### src/rtl/addr_win_pkg.sv
package addr_win_pkg;
  localparam int ADDR_W  = 32;
  localparam int GRAN_W  = 16;
  localparam int FIELD_W = ADDR_W - GRAN_W;
  localparam int TGT_W   = 4;
  localparam int DATA_W  = 32;

  typedef struct packed {
    logic               en;
    logic [TGT_W-1:0]   tgt;
    logic [FIELD_W-1:0] base;
    logic [FIELD_W-1:0] mask;
    logic [FIELD_W-1:0] remap;
  } win_cfg_t;

  typedef enum logic [1:0] {
    SEL_CTRL  = 2'd0,
    SEL_BASE  = 2'd1,
    SEL_MASK  = 2'd2,
    SEL_REMAP = 2'd3
  } reg_sel_e;
endpackage

### src/rtl/win_regfile.sv
module win_regfile
  import addr_win_pkg::*;
#(
  parameter int NUM_WIN = 5,
  parameter int REG_AW  = 8
) (
  input  logic                       clk,
  input  logic                       rst,
  input  logic                       wr_en,
  input  logic                       rd_en,
  input  logic [REG_AW-1:0]          reg_addr,
  input  logic [DATA_W-1:0]          wr_data,
  output logic [DATA_W-1:0]          rd_data,
  output win_cfg_t [NUM_WIN-1:0]     cfg
);
  localparam int IDX_W = REG_AW - 4;

  logic [IDX_W-1:0] idx;
  reg_sel_e         sel;
  logic             idx_ok;
  logic [DATA_W-1:0] rd_mux;

  assign idx    = reg_addr[REG_AW-1:4];
  assign sel    = reg_sel_e'(reg_addr[3:2]);
  assign idx_ok = (int'(idx) < NUM_WIN);

  for (genvar w = 0; w < NUM_WIN; w++) begin : g_win
    logic wsel;
    assign wsel = wr_en && idx_ok && (int'(idx) == w);
    always_ff @(posedge clk) begin
      if (rst) begin
        cfg[w] <= '0;
      end else if (wsel) begin
        case (sel)
          SEL_CTRL: begin
            cfg[w].en  <= wr_data[0];
            cfg[w].tgt <= wr_data[7:4];
          end
          SEL_BASE:  cfg[w].base  <= wr_data[FIELD_W-1:0];
          SEL_MASK:  cfg[w].mask  <= wr_data[FIELD_W-1:0];
          SEL_REMAP: cfg[w].remap <= wr_data[FIELD_W-1:0];
          default: ;
        endcase
      end
    end
  end

  always_comb begin
    rd_mux = '0;
    for (int w = 0; w < NUM_WIN; w++) begin
      if (idx_ok && int'(idx) == w) begin
        case (sel)
          SEL_CTRL:  rd_mux = {{(DATA_W-8){1'b0}}, cfg[w].tgt, 3'b000, cfg[w].en};
          SEL_BASE:  rd_mux = {{(DATA_W-FIELD_W){1'b0}}, cfg[w].base};
          SEL_MASK:  rd_mux = {{(DATA_W-FIELD_W){1'b0}}, cfg[w].mask};
          SEL_REMAP: rd_mux = {{(DATA_W-FIELD_W){1'b0}}, cfg[w].remap};
          default:   rd_mux = '0;
        endcase
      end
    end
  end

  always_ff @(posedge clk) begin
    if (rst)        rd_data <= '0;
    else if (rd_en) rd_data <= rd_mux;
  end
endmodule

### src/rtl/win_match.sv
module win_match
  import addr_win_pkg::*;
(
  input  win_cfg_t           cfg,
  input  logic [FIELD_W-1:0] addr_hi,
  output logic               hit,
  output logic [FIELD_W-1:0] xlat_hi
);
  logic [FIELD_W-1:0] keep;
  assign keep    = ~cfg.mask;
  assign hit     = cfg.en && ((addr_hi & keep) == (cfg.base & keep));
  assign xlat_hi = (cfg.remap & keep) | (addr_hi & cfg.mask);
endmodule

### src/rtl/win_prio.sv
module win_prio
  import addr_win_pkg::*;
#(
  parameter int NUM_WIN = 5
) (
  input  logic [NUM_WIN-1:0]              hit_vec,
  input  logic [NUM_WIN-1:0][TGT_W-1:0]   tgt_vec,
  input  logic [NUM_WIN-1:0][FIELD_W-1:0] xlat_vec,
  output logic                            any_hit,
  output logic [TGT_W-1:0]                sel_tgt,
  output logic [FIELD_W-1:0]              sel_hi
);
  always_comb begin
    any_hit = 1'b0;
    sel_tgt = '0;
    sel_hi  = '0;
    for (int i = NUM_WIN - 1; i >= 0; i--) begin
      if (hit_vec[i]) begin
        any_hit = 1'b1;
        sel_tgt = tgt_vec[i];
        sel_hi  = xlat_vec[i];
      end
    end
  end
endmodule

### src/rtl/addr_window_decoder.sv
module addr_window_decoder
  import addr_win_pkg::*;
#(
  parameter int NUM_WIN = 5,
  parameter int REG_AW  = 8
) (
  input  logic              clk,
  input  logic              rst,
  input  logic              wr_en,
  input  logic              rd_en,
  input  logic [REG_AW-1:0] reg_addr,
  input  logic [31:0]       wr_data,
  output logic [31:0]       rd_data,
  input  logic [31:0]       req_addr,
  output logic              hit,
  output logic              miss,
  output logic [3:0]        hit_target,
  output logic [31:0]       out_addr
);
  win_cfg_t [NUM_WIN-1:0]           cfg;
  logic [NUM_WIN-1:0]               hit_vec;
  logic [NUM_WIN-1:0][TGT_W-1:0]    tgt_vec;
  logic [NUM_WIN-1:0][FIELD_W-1:0]  xlat_vec;
  logic                             any_hit;
  logic [TGT_W-1:0]                 sel_tgt;
  logic [FIELD_W-1:0]               sel_hi;

  win_regfile #(.NUM_WIN(NUM_WIN), .REG_AW(REG_AW)) regs_i (
    .clk(clk), .rst(rst), .wr_en(wr_en), .rd_en(rd_en),
    .reg_addr(reg_addr), .wr_data(wr_data), .rd_data(rd_data), .cfg(cfg)
  );

  for (genvar w = 0; w < NUM_WIN; w++) begin : g_match
    win_match match_i (
      .cfg(cfg[w]), .addr_hi(req_addr[ADDR_W-1:GRAN_W]),
      .hit(hit_vec[w]), .xlat_hi(xlat_vec[w])
    );
    assign tgt_vec[w] = cfg[w].tgt;
  end

  win_prio #(.NUM_WIN(NUM_WIN)) prio_i (
    .hit_vec(hit_vec), .tgt_vec(tgt_vec), .xlat_vec(xlat_vec),
    .any_hit(any_hit), .sel_tgt(sel_tgt), .sel_hi(sel_hi)
  );

  assign hit        = any_hit;
  assign miss       = ~any_hit;
  assign hit_target = sel_tgt;
  assign out_addr   = any_hit ? {sel_hi, req_addr[GRAN_W-1:0]} : req_addr;
endmodule

### config.mk
export PLATFORM = sky130hd
export DESIGN_NAME = addr_window_decoder
export DESIGN_NICKNAME = d
export VERILOG_FILES = /design/src/rtl/addr_win_pkg.sv /design/src/rtl/win_regfile.sv /design/src/rtl/win_match.sv /design/src/rtl/win_prio.sv /design/src/rtl/addr_window_decoder.sv
export SDC_FILE = /design/constraint.sdc
export NUM_CORES = 1
export LEC_CHECK = 0
export ABC_AREA = 1
export BUFFER_PORTS_ARGS = -buffer_cell sky130_fd_sc_hd__buf_4
export CAP_MARGIN = 20
export CORE_MARGIN = 3
export CORE_UTILIZATION = 35
export DETAILED_ROUTE_END_ITERATION = 8
export GPL_ROUTABILITY_DRIVEN = 1
export PLACE_DENSITY_LB_ADDON = 0.08
export SYNTH_ARGS = -nofsm -noshare
export SYNTH_HDL_FRONTEND = slang
export SYNTH_SLANG_ARGS = --single-unit
### constraint.sdc
create_clock -name clk -period 2.4 [get_ports clk]
set_input_delay 0.48 -clock clk [delete_from_list [all_inputs] [get_ports clk]]
set_output_delay 0.48 -clock clk [all_outputs]
set_load 0.05 [all_outputs]
==> impl_metrics.env <==
export IMPL_status="finished with violations"
export IMPL_violations="setup timing"
export IMPL_synth_ff_type="dfxtp_1"
export IMPL_htreeDepth=2
export IMPL_synthToLayoutAreaGrowth_pct=40.9
export IMPL_min_period_over_period=1.26
export IMPL_cts_hold_buf=0
export IMPL_core_area_um2=43300
export IMPL_cts_sinks=281
export IMPL_fmax_mhz=330
export IMPL_cts_made_buffers=36
export IMPL_power_leakage_nw=8.66
export IMPL_synthDistinctLibCells=38
export IMPL_crit_top_cell="nand2_2"
export IMPL_rsz0062_at_grt="true"
export IMPL_final_layout_size_suffix_gt1_frac=0.306
export IMPL_grt_use_total=0.309
export IMPL_die_h_um=216
export IMPL_critPathBufInv=4
export IMPL_cts_clk_slew_worst_paths_ns=0.06
export IMPL_die_w_um=216
export IMPL_viasPerCell=5.30
export IMPL_avgSynthCellArea_um2=6.50
export IMPL_vias=17654
export IMPL_place_congestion=0.956
export IMPL_hold_slack_ns=0.223
export IMPL_ys_seq_area_frac=0.365
export IMPL_synth_area_um2=15400
export IMPL_path_class="register to output port"
export IMPL_post_drt_wl_per_cell_um=22.0
export IMPL_syn_inst=2370
export IMPL_postRouteAntennaNets=0
export IMPL_drt_wl_total_mm=73.4
export IMPL_fin_nets=2803
export IMPL_place_ws_ns=-0.883
export IMPL_synth_top_area_cell="dfxtp_1"
export IMPL_drcViolationCount=0
export IMPL_grt_max_degree=85
export IMPL_finalHoldViolations=0
export IMPL_path_cells="nor2_1, nor2_2, nand2_2, nand2_2, nor2_4, nand2_2, nor2_4, inv_2, buf_12, buf_12, nand3_2, nand2_1, nand2_1, nand2_1, nand2_2, nand2_4, buf_8"
export IMPL_initial_core_util=0.356
export IMPL_finalSetupTns_ns=-11.88
export IMPL_drt_iter0_markers=1441
export IMPL_synth_most_common_cell="o21ai_0"
export IMPL_fin_crit_ns=3.03
export IMPL_cp_slowest_cell="dfxtp_2"
export IMPL_synth_warnings=0
export IMPL_final_util=0.502
export IMPL_cp_required_ns=1.92
export IMPL_tightest_slew_ns=0.750
export IMPL_vdd_drop_max_v=0.000397
export IMPL_max_stage_delay_ns=0.32
export IMPL_finalSetupViolCount=22
export IMPL_skew_ns=0.00916
export IMPL_synthArstFlopShare=0
export IMPL_synth_common_cells="406 x o21ai_0, 390 x nand2_1, 353 x a21oi_1"
export IMPL_cp_top_family="simple AND/OR/NAND/NOR gates"
export IMPL_start_kind="register"
export IMPL_place_inst=3259
export IMPL_dieArea_um2=46600
export IMPL_clk_latency_ns=0.56
export IMPL_slew_violations=0
export IMPL_grt_remaining_overflow=0
export IMPL_cp_max_fo=7
export IMPL_synth_top_area_share=0.365
export IMPL_grt_pass1_vias=17063
export IMPL_power_density_nw_per_um2=522
export IMPL_grt_pass1_wl_mm=108
export IMPL_cts_tree="yes"
export IMPL_row_count=76
export IMPL_dp_hpwl_mm=52.5
export IMPL_worstPathArrival_ns=2.55
export IMPL_ioPinCount=146
export IMPL_min_path_type="primary input to register"
export IMPL_antenna_found_initial=2
export IMPL_root_buffer="clkbuf_16"
export IMPL_synth_seq_cells=281
export IMPL_slew_headroom=0.500
export IMPL_synthTopCellsByArea="dfxtp_1 37%, o21ai_0 13%, a21oi_1 11%"
export IMPL_setup_slack_ns=-0.629
export IMPL_maxCapViolCount=0
export IMPL_io_buffer_count=79
export IMPL_clk_path_buf_depth=3
export IMPL_first_pass_iters=6
export IMPL_cp_end_kind="output port"
export IMPL_synth_edf_count=0
export IMPL_stdcell_count=3333
export IMPL_r2r_slack_ns=0.51
## final timing paths
| kind | from | end | cells after the start |
|---|---|---|---|
| max reg2reg | regs_i.cfg[69]$_SDFFE_PP0P_ | regs_i.rd_data[0]$_SDFFE_PP0P_ | 10 |
| min reg2reg | regs_i.rd_data[2]$_SDFFE_PP0P_ | regs_i.rd_data[2]$_SDFFE_PP0P_ | 2 |
| max | regs_i.cfg[192]$_SDFFE_PP0P_ | out_addr[29] | 17 |
| min | rst | regs_i.rd_data[14]$_SDFFE_PP0P_ | 2 |
## routing by layer
| metal | global-route usage | routed length (µm) | share of wire | vias up |
|---|---|---|---|---|
| met5 | 0 | 0 | 0 | - |
| met4 | 0.176 | 4340 | 0.059 | 0 |
| met3 | 0.0393 | 4690 | 0.064 | 181 |
| met2 | 0.496 | 33600 | 0.46 | 700 |
| met1 | 0.401 | 30800 | 0.42 | 8240 |
| li1 | - | - | - | 8533 |
## through the flow
step	total power [mW]	cell area (µm²)
2_1_floorplan	5.52	15600
3_3_place_gp	6.06	19400
3_5_place_dp	6.07	19400
4_1_cts	11.4	21200
5_1_grt	11.7	21700
6_report	11.3	21700
## registers in the layout, summed over array words and instances (netlist names)
register and count:
regs_i.cfg 265, regs_i.rd_data 16
## report_power, final
part / leakage (nW) / internal [mW] / switching [mW] / total (mW)
clock: 0.543 / 3.08 / 2.18 / 5.26
sequential: 2.28 / 4.69 / 0.0144 / 4.71
combinational: 5.84 / 0.458 / 0.912 / 1.37
## cells by family (layout without fill, tap and decap cells)
kind of cell	after synthesis	in the layout	synth area share
XOR/XNOR	4	4	0.00227
flip-flops	281	281	0.365
AO/OA/AOI/OAI	864	864	0.298
buffers and inverters	488	850	0.137
AND/OR/NAND/NOR	732	732	0.198
other	1	17	0.000243
## timing repair
action | in CTS | in global routing
cloned | 2 | 1
setup endpoints to repair | 22 | 22
resized for setup | 176 | 162
pin swaps | 32 | 76
setup buffers | 6 | 11
## placed cells by master (no fill, tap or decap), types with 6 or more instances in the layout
| master | count |
|---|---|
| a21oi_2 | 23 |
| nand2_1 | 322 |
| o21ai_2 | 9 |
| o21ai_0 | 383 |
| o21ai_1 | 11 |
| clkbuf_8 | 9 |
| nor2_2 | 26 |
| buf_12 | 38 |
| nand2_4 | 21 |
| a21oi_1 | 329 |
| dfxtp_2 | 33 |
| o211ai_1 | 14 |
| nand3_1 | 52 |
| nand4_1 | 7 |
| inv_2 | 43 |
| o2111ai_1 | 6 |
| buf_4 | 422 |
| conb_1 | 16 |
| nor2_4 | 18 |
| nand3_2 | 43 |
| nand2_2 | 49 |
| buf_6 | 14 |
| inv_1 | 244 |
| dfxtp_1 | 248 |
| o221ai_1 | 30 |
| o22ai_1 | 47 |
| buf_8 | 22 |
| nor2_1 | 173 |
| clkbuf_1 | 9 |
| clkbuf_16 | 38 |
## cell type report
type	instances	area, µm²
fill	4304	21600
multi-input combinational	1616	8600
sequential	281	5670
timing repair buffer	498	4470
inverter	294	1130
clock buffer	55	1080
tap	585	732
clock inverter	3	15.0
antenna	1	2.50
Power figures use the tool's default switching activity.
